File: config.mk
export PLATFORM = sky130hd
export DESIGN_NAME = ivt64_timer
export DESIGN_NICKNAME = d
export VERILOG_FILES = /design/src/rtl/ivt_pkg.sv /design/src/rtl/ivt_regs.sv /design/src/rtl/ivt_prescaler.sv /design/src/rtl/ivt_counter.sv /design/src/rtl/ivt64_timer.sv
export SDC_FILE = /design/constraint.sdc
export NUM_CORES = 1
export LEC_CHECK = 0
export BUFFER_PORTS_ARGS = -buffer_cell sky130_fd_sc_hd__buf_2
export CORE_ASPECT_RATIO = 0.6
export CORE_MARGIN = 1
export CORE_UTILIZATION = 65
export CTS_CLUSTER_SIZE = 10
export DETAILED_ROUTE_END_ITERATION = 10
export GPL_TIMING_DRIVEN = 0
export PLACE_DENSITY = 0.9
export REMOVE_ABC_BUFFERS = 1
export SLEW_MARGIN = 30
export SYNTH_ARGS = -nofsm -noshare
export SYNTH_HDL_FRONTEND = slang
export SYNTH_SLANG_ARGS = --single-unit
File: constraint.sdc
create_clock -name clk -period 5.7 [get_ports clk]
set_input_delay 1.14 -clock clk [delete_from_list [all_inputs] [get_ports clk]]
set_output_delay 1.14 -clock clk [all_outputs]
set_load 0.03 [all_outputs]
File: src/rtl/ivt_pkg.sv
// Shared constants and types for the interval timer.
// Assumes a 32-bit register bus with byte offsets.
package ivt_pkg;

    localparam int BUS_W = 32;
    localparam int PRES_W = 4;

    // Register byte offsets.
    localparam int OFF_CTRL   = 'h00;
    localparam int OFF_MODE   = 'h04;
    localparam int OFF_PER_LO = 'h08;
    localparam int OFF_PER_HI = 'h0C;
    localparam int OFF_IEN    = 'h10;
    localparam int OFF_STAT   = 'h1C;
    localparam int OFF_CNT_LO = 'h20;
    localparam int OFF_CNT_HI = 'h24;

    // Field positions.
    localparam int CTRL_GO_BIT   = 0;
    localparam int CTRL_RST_BIT  = 8;
    localparam int MODE_CONT_BIT = 0;
    localparam int MODE_ALT_BIT  = 3;
    localparam int MODE_PRE_LSB  = 8;

    typedef struct packed {
        logic [PRES_W-1:0] pres;
        logic              alt_src;
        logic              cont;
    } mode_cfg_t;

endpackage

File: src/rtl/ivt_regs.sv
// Register file and bus decode of the interval timer.
// Assumes single-cycle accesses; read data is combinational and read side
// effects (status clear, high-half latch) happen at the access edge.
module ivt_regs
    import ivt_pkg::*;
#(
    parameter int CNT_W  = 64,
    parameter int ADDR_W = 6
) (
    input  logic              clk,
    input  logic              rst_n,
    input  logic              bus_sel,
    input  logic              bus_wr,
    input  logic [ADDR_W-1:0] bus_addr,
    input  logic [BUS_W-1:0]  bus_wdata,
    output logic [BUS_W-1:0]  bus_rdata,
    input  logic [CNT_W-1:0]  cnt,
    input  logic              running,
    input  logic              flag,
    output logic              start_req,
    output logic              swrst_req,
    output mode_cfg_t         mode_cfg,
    output logic [CNT_W-1:0]  period,
    output logic              ien,
    output logic              stat_rd,
    output logic [CNT_W-CNT_W/2-1:0] hold
);

    localparam int LO_W = CNT_W / 2;
    localparam int HI_W = CNT_W - LO_W;

    logic            wr_acc;
    logic            rd_acc;
    logic [HI_W-1:0] per_shadow;
    logic            unused_bits;

    assign wr_acc = bus_sel && bus_wr;
    assign rd_acc = bus_sel && !bus_wr;
    assign unused_bits = ^{bus_wdata, bus_addr};

    // Control pulses: reset wins over start in the same write.
    assign swrst_req = wr_acc && (bus_addr == ADDR_W'(OFF_CTRL)) && bus_wdata[CTRL_RST_BIT];
    assign start_req = wr_acc && (bus_addr == ADDR_W'(OFF_CTRL)) && bus_wdata[CTRL_GO_BIT]
                       && !bus_wdata[CTRL_RST_BIT];
    assign stat_rd   = rd_acc && (bus_addr == ADDR_W'(OFF_STAT));

    // Configuration registers and two-step period commit.
    always_ff @(posedge clk) begin
        if (!rst_n) begin
            mode_cfg   <= '0;
            period     <= '0;
            per_shadow <= '0;
            ien        <= 1'b0;
        end else if (wr_acc) begin
            if (bus_addr == ADDR_W'(OFF_MODE)) begin
                mode_cfg.cont    <= bus_wdata[MODE_CONT_BIT];
                mode_cfg.alt_src <= bus_wdata[MODE_ALT_BIT];
                mode_cfg.pres    <= bus_wdata[MODE_PRE_LSB +: PRES_W];
            end
            if (bus_addr == ADDR_W'(OFF_PER_HI)) begin
                per_shadow <= bus_wdata[HI_W-1:0];
            end
            if (bus_addr == ADDR_W'(OFF_PER_LO)) begin
                period <= {per_shadow, bus_wdata[LO_W-1:0]};
            end
            if (bus_addr == ADDR_W'(OFF_IEN)) begin
                ien <= bus_wdata[0];
            end
        end
    end

    // High-half latch taken when the low counter word is read.
    always_ff @(posedge clk) begin
        if (!rst_n) begin
            hold <= '0;
        end else if (rd_acc && (bus_addr == ADDR_W'(OFF_CNT_LO))) begin
            hold <= cnt[CNT_W-1:LO_W];
        end
    end

    // Read data multiplexer.
    always_comb begin
        bus_rdata = '0;
        case (bus_addr)
            ADDR_W'(OFF_CTRL): bus_rdata[CTRL_GO_BIT] = running;
            ADDR_W'(OFF_MODE): begin
                bus_rdata[MODE_CONT_BIT]            = mode_cfg.cont;
                bus_rdata[MODE_ALT_BIT]             = mode_cfg.alt_src;
                bus_rdata[MODE_PRE_LSB +: PRES_W]   = mode_cfg.pres;
            end
            ADDR_W'(OFF_PER_LO): bus_rdata[LO_W-1:0] = period[LO_W-1:0];
            ADDR_W'(OFF_PER_HI): bus_rdata[HI_W-1:0] = period[CNT_W-1:LO_W];
            ADDR_W'(OFF_IEN):    bus_rdata[0]        = ien;
            ADDR_W'(OFF_STAT):   bus_rdata[0]        = flag;
            ADDR_W'(OFF_CNT_LO): bus_rdata[LO_W-1:0] = cnt[LO_W-1:0];
            ADDR_W'(OFF_CNT_HI): bus_rdata[HI_W-1:0] = hold;
            default:             bus_rdata = '0;
        endcase
    end

endmodule

File: src/rtl/ivt_prescaler.sv
// Divides the selected source strobe by (pres + 1) into count ticks.
// Assumes the divider restarts from zero whenever the timer is idle.
module ivt_prescaler
    import ivt_pkg::*;
(
    input  logic              clk,
    input  logic              rst_n,
    input  logic              swrst,
    input  logic              running,
    input  logic              src_strobe,
    input  logic [PRES_W-1:0] pres,
    output logic              tick
);

    logic [PRES_W-1:0] div_cnt;

    assign tick = running && src_strobe && (div_cnt >= pres);

    // Strobe counter that wraps on each emitted tick.
    always_ff @(posedge clk) begin
        if (!rst_n || swrst || !running) begin
            div_cnt <= '0;
        end else if (src_strobe) begin
            div_cnt <= tick ? '0 : div_cnt + PRES_W'(1);
        end
    end

endmodule

File: src/rtl/ivt_counter.sv
// Main count register, run state and period status flag.
// Assumes tick only asserts while running; start is ignored while running.
module ivt_counter #(
    parameter int CNT_W = 64
) (
    input  logic             clk,
    input  logic             rst_n,
    input  logic             swrst,
    input  logic             start,
    input  logic             tick,
    input  logic             cont,
    input  logic [CNT_W-1:0] period,
    input  logic             stat_rd,
    output logic [CNT_W-1:0] cnt,
    output logic             running,
    output logic             flag,
    output logic             evt
);

    assign evt = tick && (cnt == period);

    // Count, wrap or halt on the period match.
    always_ff @(posedge clk) begin
        if (!rst_n || swrst) begin
            cnt     <= '0;
            running <= 1'b0;
        end else begin
            if (start && !running) begin
                running <= 1'b1;
            end
            if (evt) begin
                cnt <= '0;
                if (!cont) begin
                    running <= 1'b0;
                end
            end else if (tick) begin
                cnt <= cnt + CNT_W'(1);
            end
        end
    end

    // Status flag: a new event beats a clearing read.
    always_ff @(posedge clk) begin
        if (!rst_n || swrst) begin
            flag <= 1'b0;
        end else if (evt) begin
            flag <= 1'b1;
        end else if (stat_rd) begin
            flag <= 1'b0;
        end
    end

endmodule

File: src/rtl/ivt64_timer.sv
// Top of the interval timer: register file, source select, prescaler, counter.
// Assumes both time bases are clock-enable strobes synchronous to clk.
module ivt64_timer
    import ivt_pkg::*;
#(
    parameter int CNT_W  = 64,
    parameter int ADDR_W = 6
) (
    input  logic              clk,
    input  logic              rst_n,
    input  logic              bus_sel,
    input  logic              bus_wr,
    input  logic [ADDR_W-1:0] bus_addr,
    input  logic [31:0]       bus_wdata,
    output logic [31:0]       bus_rdata,
    input  logic              periph_tick,
    input  logic              alt_tick,
    output logic              irq
);

    localparam int HI_W = CNT_W - CNT_W / 2;

    logic             start_req;
    logic             swrst_req;
    mode_cfg_t        mode_cfg;
    logic [CNT_W-1:0] period;
    logic             ien;
    logic             stat_rd;
    logic [HI_W-1:0]  hold;
    logic [CNT_W-1:0] cnt;
    logic             running;
    logic             flag;
    logic             evt;
    logic             tick;
    logic             src_strobe;

    ivt_regs #(.CNT_W(CNT_W), .ADDR_W(ADDR_W)) u_regs (
        .clk       (clk),
        .rst_n     (rst_n),
        .bus_sel   (bus_sel),
        .bus_wr    (bus_wr),
        .bus_addr  (bus_addr),
        .bus_wdata (bus_wdata),
        .bus_rdata (bus_rdata),
        .cnt       (cnt),
        .running   (running),
        .flag      (flag),
        .start_req (start_req),
        .swrst_req (swrst_req),
        .mode_cfg  (mode_cfg),
        .period    (period),
        .ien       (ien),
        .stat_rd   (stat_rd),
        .hold      (hold)
    );

    // Source select between the two time-base strobes.
    assign src_strobe = mode_cfg.alt_src ? alt_tick : periph_tick;

    ivt_prescaler u_pre (
        .clk        (clk),
        .rst_n      (rst_n),
        .swrst      (swrst_req),
        .running    (running),
        .src_strobe (src_strobe),
        .pres       (mode_cfg.pres),
        .tick       (tick)
    );

    ivt_counter #(.CNT_W(CNT_W)) u_cnt (
        .clk     (clk),
        .rst_n   (rst_n),
        .swrst   (swrst_req),
        .start   (start_req),
        .tick    (tick),
        .cont    (mode_cfg.cont),
        .period  (period),
        .stat_rd (stat_rd),
        .cnt     (cnt),
        .running (running),
        .flag    (flag),
        .evt     (evt)
    );

    // Interrupt request: flag gated by its enable.
    assign irq = flag && ien;

endmodule

# Yosys cells after proc, flatten, opt, wreduce, memory -nomap -nowiden
# Cells that the tools add are included.
# op_classes
add_sub_neg	2
magnitude_cmp	1
n_eq_ne	8
muxes	13
n_reduce_logical	26
# ops
operator	n
case mux 20 bit (4 select lines)	1
adder 64 x 1 -> 64 bit, second input constant	1
equality test 64 bit	1
case mux 4 bit (5 select lines)	1
case mux 4 bit (4 select lines)	1
logical AND 1 bit	13
equality test 6 x 4 -> 1 bit, second input constant	2
equality test 6 x 5 -> 1 bit, second input constant	2
equality test 6 bit, second input constant	2
case mux 1 bit (8 select lines)	1
case mux 2 bit (4 select lines)	1
AND reduction 2 bit	4
equality test 6 x 3 -> 1 bit, second input constant	1
zero test 6 bit	1
2-to-1 mux 1 bit	6
case mux 1 bit (5 select lines)	1
adder 4 x 1 -> 4 bit, second input constant	1
>= comparator 4 bit	1
zero test 1 bit	4
2-to-1 mux 4 bit	1
logical OR 1 bit	2
nonzero test 2 bit	1
OR reduction 2 bit	1
# totals
reg_bits	205
in_bits	44
elab_cells	61

# Logic depth before layout (Yosys ltp)
# Gate-level depths: netlist of run 1.
# depth
word_depth	8
ltp_mapped	9
mapped_depth_nobuf	8

# Hierarchy
# Synthesis of run 1 repeated with hierarchy kept, for this count alone.
# unflattened
cells_unflattened	1174
area_unflattened_um2	10068.4
# by_module_without_submodules
module	instances	cells_per_inst	area_per_inst_um2	seq_area_each_um2
ivt_regs	1	682	5896.9	2702.6
ivt_counter	1	455	3861.2	1321.3
ivt_prescaler	1	35	289.0	80.1
ivt64_timer	1	2	21.3	0.0

# Worst setup path after synthesis of run 1
# No wires, ideal clock.
# synth_path
path_kind	input to output
from	input bus_addr[4]
to	output bus_rdata[0]
arrival_ns	2.767
setup_slack_ns	1.793
stages	5
path_buffers	1
path_cell_list	or4b_2 nor3_2 clkbuf_1 a32oi_1 o211ai_1
# synth_via
elab_chain_len	2
# synth_rtl
item	line_no	text
start, declared	ivt64_timer.sv:13	input logic [ADDR_W-1:0] bus_addr,
equality test 6 bit, or another cell as far along	ivt_regs.sv:84	case (bus_addr)
case mux 1 bit (8 select lines) *	ivt_regs.sv:84	
end, declared	ivt64_timer.sv:15	output logic [31:0] bus_rdata,
# Every way passes the cells marked *; elsewhere a longest branch is shown, timed or not.

# Worst setup path after layout of run 1
# layout_path
from	input bus_addr[5]
to	output bus_rdata[31]
# layout_via
elab_chain_len	2
# layout_rtl
item	line_no
equality test 6 bit or equality test 6 x 4 -> 1 bit (tied branches)	ivt_regs.sv:84
case mux 20 bit (4 select lines) *	ivt_regs.sv:84
# Marked as above.

==> results of run 1 <==
## final timing paths
kind / from / end / slack [ns] / cells past startpoint
hold reg to reg: u_regs.per_shadow[5] / u_regs.per_shadow[5] / 0.45 / 2
setup / recovery: bus_addr[5] / bus_rdata[31] / 1.03 / 10
hold / removal: u_regs.per_shadow[5] / u_regs.per_shadow[5] / 0.45 / 2
setup reg to reg: u_pre.div_cnt[0] / u_cnt.cnt[52] / 2.39 / 9
## kinds of logic after synthesis
family | Yosys count | synth area share [%]
DFF | 205 | 41.5
AOI/OAI and AO/OA | 191 | 14.9
adders and majority gates | 6 | 0.760
and+or+nand+nor | 584 | 26.5
muxes | 11 | 1.15
xor gates and xnor gates | 123 | 10.9
buffers and inverters | 105 | 4.17
## per-stage QoR
stage | std cells | setup TNS (ns) | util [%] | hold WS (ns) | total power, uW
after global placement | 1412 | -271.69 | 69.2 | 0.440 | 1540
after global routing | 1453 | 0 | 75.8 | 0.476 | 2910
after detailed placement | 1426 | 0 | 71.4 | 0.447 | 1550
after CTS | 1452 | 0 | 75.7 | 0.455 | 2840
after floorplan | 1138 | 0 | - | 0.435 | 1490
final | 1454 | 0 | 75.8 | 0.453 | 2840
## cells in the final DEF (no fill, tap or decap), drive strengths merged, types with 3 or more instances in the layout
| cell type | netlist | routed |
|---|---|---|
| nand2 | 344 | 344 |
| dfxtp | 205 | 205 |
| a21boi | 129 | 129 |
| xnor2 | 104 | 104 |
| buf | 14 | 90 |
| nor2 | 74 | 74 |
| nand4 | 37 | 37 |
| a222oi | 31 | 31 |
| nor4 | 28 | 28 |
| clkbuf | 73 | 26 |
| nand3 | 24 | 24 |
| xor2 | 19 | 19 |
| inv | 18 | 18 |
| nor3 | 18 | 18 |
| and3 | 12 | 12 |
| a21oi | 9 | 9 |
| nor2b | 8 | 8 |
| mux2i | 8 | 8 |
| o21ai | 8 | 8 |
| and4 | 8 | 8 |
| nand2b | 6 | 6 |
| a22oi | 6 | 6 |
| ha | 6 | 6 |
| and2 | 6 | 6 |
| or3 | 5 | 5 |
| nor3b | 4 | 4 |
| mux2 | 3 | 3 |
| o21a | 3 | 3 |
| or4 | 3 | 3 |
## layer usage
layer	share of wire [%]	wire length, um	track usage (%)
met5	0	0	0
met4	1.9	539	9.80
met3	13	3770	9.90
met2	41	11600	50.9
met1	44	12400	54.8
## sequential cells by signal, indices dropped and copies added, names as in the netlist
register and flops:
u_regs.mode_cfg 6, u_regs.period 64, u_regs.per_shadow 32, u_regs.hold 32, u_cnt.cnt 64, u_cnt.running 1, u_cnt.flag 1, u_pre.div_cnt 4
u_regs.ien 1
## worst min-delay path, cell delays in order (launching register included)
cell	delay, ns
dfxtp_1	0.30
nand2_1	0.05
a21boi_1	0.05
## layout make-up
cell class	count	area [um2]
clock inverters	1	7.51
fillers	1080	3550
flip-flops and latches	205	4100
clock buffers	25	626
repair buffers	91	658
inverters	18	67.6
well taps	198	248
diodes	1	2.50
multi-input cells	915	5420
## where the power goes
part	internal, uW	leakage (uW)	switching (uW)
Clock	766	0.000308	553
Sequential	1430	0.00165	1.03
Combinational	35.3	0.00179	47.9
==> flow_summary.ini, run 1 <==
[logic_synthesis]
synth-seq-cells = 205
synth.cells.most_frequent = 344 x nand2_1, 205 x dfxtp_1, 113 x a21boi_0
yosysWarnings = 0
ys_types = 44
synth.top_cell.area_share_pct = 41.5
synth_most_common_cell = nand2_1
ys_seq_area_share_pct = 41.5
synthCells = 1225
avgSynthCellArea_um2 = 8.06
synth_top_cell_by_area = dfxtp_1
synth_edf_count = 0
synthTopCellsByArea = dfxtp_1 42%, nand2_1 13%, xnor2_1 9.2%
synth-main-ff-cell = dfxtp_1
async_reset_ff_share_pct = 0
syn_area_um2 = 9880

[timing]
slew_viol_final = 0
fmax_mhz = 214
rsz0062_at_grt = no
skew_ns = 0.0142
worst_slack_ns = 1.03
post-route-min-period_ns = 4.67
hold_viol_final = 0
fin_crit_sh_pct = 82.0
worst_pin_slew_ns = 0.934
setup_viol = 0
slew_headroom_pct = 37.5

[critical_path]
critPathLaunchType = primary input
endpoint_kind = primary output
worstPathBufferInverterCount = 5
cp_slowest_cell = nor3_1
path_delay_family = simple AND/OR/NAND/NOR gates
crit_top_cell = buf_4
max_stage_delay_ns = 0.57
critPathMaxFanout = 11
crit_required_ns = 4.56
worstPathCellList = buf_2 > nor3_1 > nand2b_1 > nor3b_2 > buf_4 > buf_4 > buf_4 > nand2_1 > nand2_1 > buf_2
critical_path_class = in -> out
worstPathArrival_ns = 3.53

[power_and_ir_drop]
p_leak_uw = 0.00375
power.density_nw_per_um2 = 255
ir_worst_vdd_v = 0.000210

[clock_network]
cts_tree = yes
clkLatencyLatePin_ns = 0.51
cts-root-buf = clkbuf_16
cts.sinks = 205
post_cts_buffers = 0
htree_levels = 1
clk_pin_slew_ns = 0.05
clock_path_buffers = 3
ctsResizeCount = 0
cts_buffers = 24
holdBufCountCts = 0

[placement]
place_ws_ns = 1.16
place_hpwl_um = 19500
postPlaceCellArea_um2 = 10500
io_buffers = 76
gp_congestion = 0.920

[floorplanning]
fp-row-count = 34
core_um2 = 14700
die_h_um = 97.5
die_w_um = 161
ioPinCount = 77
die_area_um2 = 15700
start_util_pct = 67.3

[final_layout]
fin_nets = 1305
drive_above_1_share_pct = 11.2
areaGrowthSynthToFinish_pct = 12.6
final_cell_area_um2 = 11100

[min_path]
min_path_type = reg -> reg

[detailed_routing]
first_iter_violations = 1473
drc = 0
firstDrtPassIters = 7
num_vias = 9110
wirelength_um = 28300
vias_per_cell = 6.27
detail_route.wl_per_cell_um = 19.5
ant_nets = 0

[global_routing]
gr-total-overflow = 0
grt_start_max_net_pins = 116
gr-usage-all-layers_pct = 36.6
grt_pass1_vias = 8326
grt_pass1_wl_um = 45400
antenna_found_initial = 1

[flow_run]
timing.max_cap.violations = 0

[run_status]
outcome = finished, final reports clean
Power figures use the tool's default switching activity.
==> inputs of run 2 (changes only) <==
--- a/config.mk
+++ b/config.mk
@@ -8,11 +8,11 @@
 export BUFFER_PORTS_ARGS = -buffer_cell sky130_fd_sc_hd__buf_2
 export CORE_ASPECT_RATIO = 0.6
 export CORE_MARGIN = 1
-export CORE_UTILIZATION = 65
+export CORE_UTILIZATION = 60
 export CTS_CLUSTER_SIZE = 10
 export DETAILED_ROUTE_END_ITERATION = 10
 export GPL_TIMING_DRIVEN = 0
-export PLACE_DENSITY = 0.9
+export PLACE_DENSITY = 0.85
 export REMOVE_ABC_BUFFERS = 1
 export SLEW_MARGIN = 30
 export SYNTH_ARGS = -nofsm -noshare
==> constraint.sdc (replaced) <==
create_clock -name clk -period 4.9 [get_ports clk]
set_input_delay 0.98 -clock clk [delete_from_list [all_inputs] [get_ports clk]]
set_output_delay 0.98 -clock clk [all_outputs]
set_load 0.03 [all_outputs]
==> run 2 against run 1 <==
Via count decreased by 1.2%. Flip-flop and latch count unchanged. Sequential power is 16% higher. Clock power rose by 21%. Clock-buffer cell count increased by 1. Core utilization shrank 5.0 points. Final cell count grew 0.28%. Total power up 19%.
==> flow_summary.ini, run 2 (synthesis gave the netlist of run 1 again) <==
[critical_path]
crit_required_ns = 3.92
worstPathCellList = buf_2 > nor3_1 > nand2b_1 > nor3b_2 > buf_4 > buf_4 > nand2_1 > nand2_1 > buf_2
worstPathBufferInverterCount = 4
critPathLaunchType = primary input
cp_slowest_cell = nor3_1
worstPathArrival_ns = 3.15
max_stage_delay_ns = 0.55
critPathMaxFanout = 9
critical_path_class = in -> out
endpoint_kind = primary output
path_delay_family = simple AND/OR/NAND/NOR gates

[placement]
place_hpwl_um = 19400
place_ws_ns = 0.868
io_buffers = 76
dp_cells = 1431
postPlaceCellArea_um2 = 10500
gp_congestion = 0.937

[clock_network]
holdBufCountCts = 0
clk_pin_slew_ns = 0.05
cts.sinks = 205
cts-root-buf = clkbuf_16
cts_buffers = 24
cts_tree = yes
clkLatencyLatePin_ns = 0.52
ctsResizeCount = 0
clock_path_buffers = 3
post_cts_buffers = 0
htree_levels = 1

[flow_run]
timing.max_cap.violations = 0

[timing]
post-route-min-period_ns = 4.13
setup_viol = 0
slew_headroom_pct = 35.9
fmax_mhz = 242
slew_viol_final = 0
worst_slack_ns = 0.775
worst_pin_slew_ns = 0.959
rsz0062_at_grt = no
fin_crit_sh_pct = 84.2
skew_ns = 0.0133
hold_viol_final = 0

[power_and_ir_drop]
p_leak_uw = 0.00375
power.density_nw_per_um2 = 303
ir_worst_vdd_v = 0.000226

[global_routing]
grt_pass1_wl_um = 45100
grt_pass1_vias = 8277
gr-usage-all-layers_pct = 33.7
grt_start_max_net_pins = 102
gr-total-overflow = 0
antenna_found_initial = 1

[final_layout]
seqCellArea_um2 = 4100
final_core_util_pct = 70.8
drive_above_1_share_pct = 11.1
multi_input_area_um2 = 5420
top_regs = u_cnt.cnt (64), u_regs.period (64)
final_common_cell = nand2_1
final_cell_area_um2 = 11100
areaGrowthSynthToFinish_pct = 12.6
fin_cells = 1458
fill_cells = 1259
fin_nets = 1304
layout_common_cells = 342 x nand2_1, 205 x dfxtp_1, 113 x a21boi_0, 104 x xnor2_1, 75 x buf_2
antennaDiodeCount = 0

[detailed_routing]
vias_per_cell = 6.18
num_vias = 9004
wirelength_um = 28300
firstDrtPassIters = 9
ant_nets = 0
drc = 0
first_iter_violations = 1388
detail_route.wl_per_cell_um = 19.4

[floorplanning]
fp-row-count = 35
start_util_pct = 62.8
die_area_um2 = 17000
die_h_um = 101
ioPinCount = 77
die_w_um = 168
core_um2 = 15700

[run_status]
outcome = finished, final reports clean

[min_path]
min_path_type = reg -> reg
==> run 2: changes by cell type in the layout (fill, tap and decap cells not counted) <==
cell	change
diode_2	-1
buf_6	+1
clkinvlp_4	-1
clkbuf_1	+1
clkbuf_8	-1
bufinv_16	+1
buf_16	-1
==> run 2: report_power, final <==
part	total (uW)	internal (uW)	switching (uW)
Clock	1600	946	658
Combinational	95.9	40.9	55.0
Sequential	1670	1670	1.17
==> run 2: path summary, 6_finish.rpt <==
path / cells after the start / endpoint / from / slack, ns
max: 9 / bus_rdata[31] / bus_addr[5] / 0.77
min: 2 / u_regs.per_shadow[26] / u_regs.per_shadow[26] / 0.45
max reg2reg: 8 / u_cnt.cnt[47] / u_cnt.cnt[34] / 1.52
min reg2reg: 2 / u_regs.per_shadow[26] / u_regs.per_shadow[26] / 0.45
==> run 2: per-layer routing <==
layer | track usage, % | part of all wire (%) | vias up
met2 | 48.7 | 40 | 539
li1 | - | - | 4203
met5 | 0 | 0.046 | -
met1 | 49.8 | 46 | 4216
met3 | 8.83 | 13 | 44
met4 | 8.19 | 1.6 | 2
==> run 2: layout make-up <==
| type | instances | area share (%) |
|---|---|---|
| Clock buffer | 26 | 5.66 |
| Clock inverter | 1 | 0.270 |
| Tap cell | 203 | 2.28 |
| Sequential cell | 205 | 36.9 |
| Timing Repair Buffer | 90 | 5.64 |
| Inverter | 18 | 0.607 |
| Multi-Input combinational cell | 915 | 48.7 |
==> run 2: worst min-delay path, cell delays in order (launching register included) <==
cell and delay (ns):
dfxtp_1 0.30, nand2_1 0.05, a21boi_1 0.05
==> run 2: metrics by stage <==
step                      power [uW]  setup TNS (ns)  hold WS, ns
after floorplan                 1740          -27.39        0.435
after global placement          1790         -399.03        0.442
after detailed placement        1800               0        0.445
after CTS                       3370               0        0.452
after global routing            3460               0        0.474
final                           3370               0        0.452
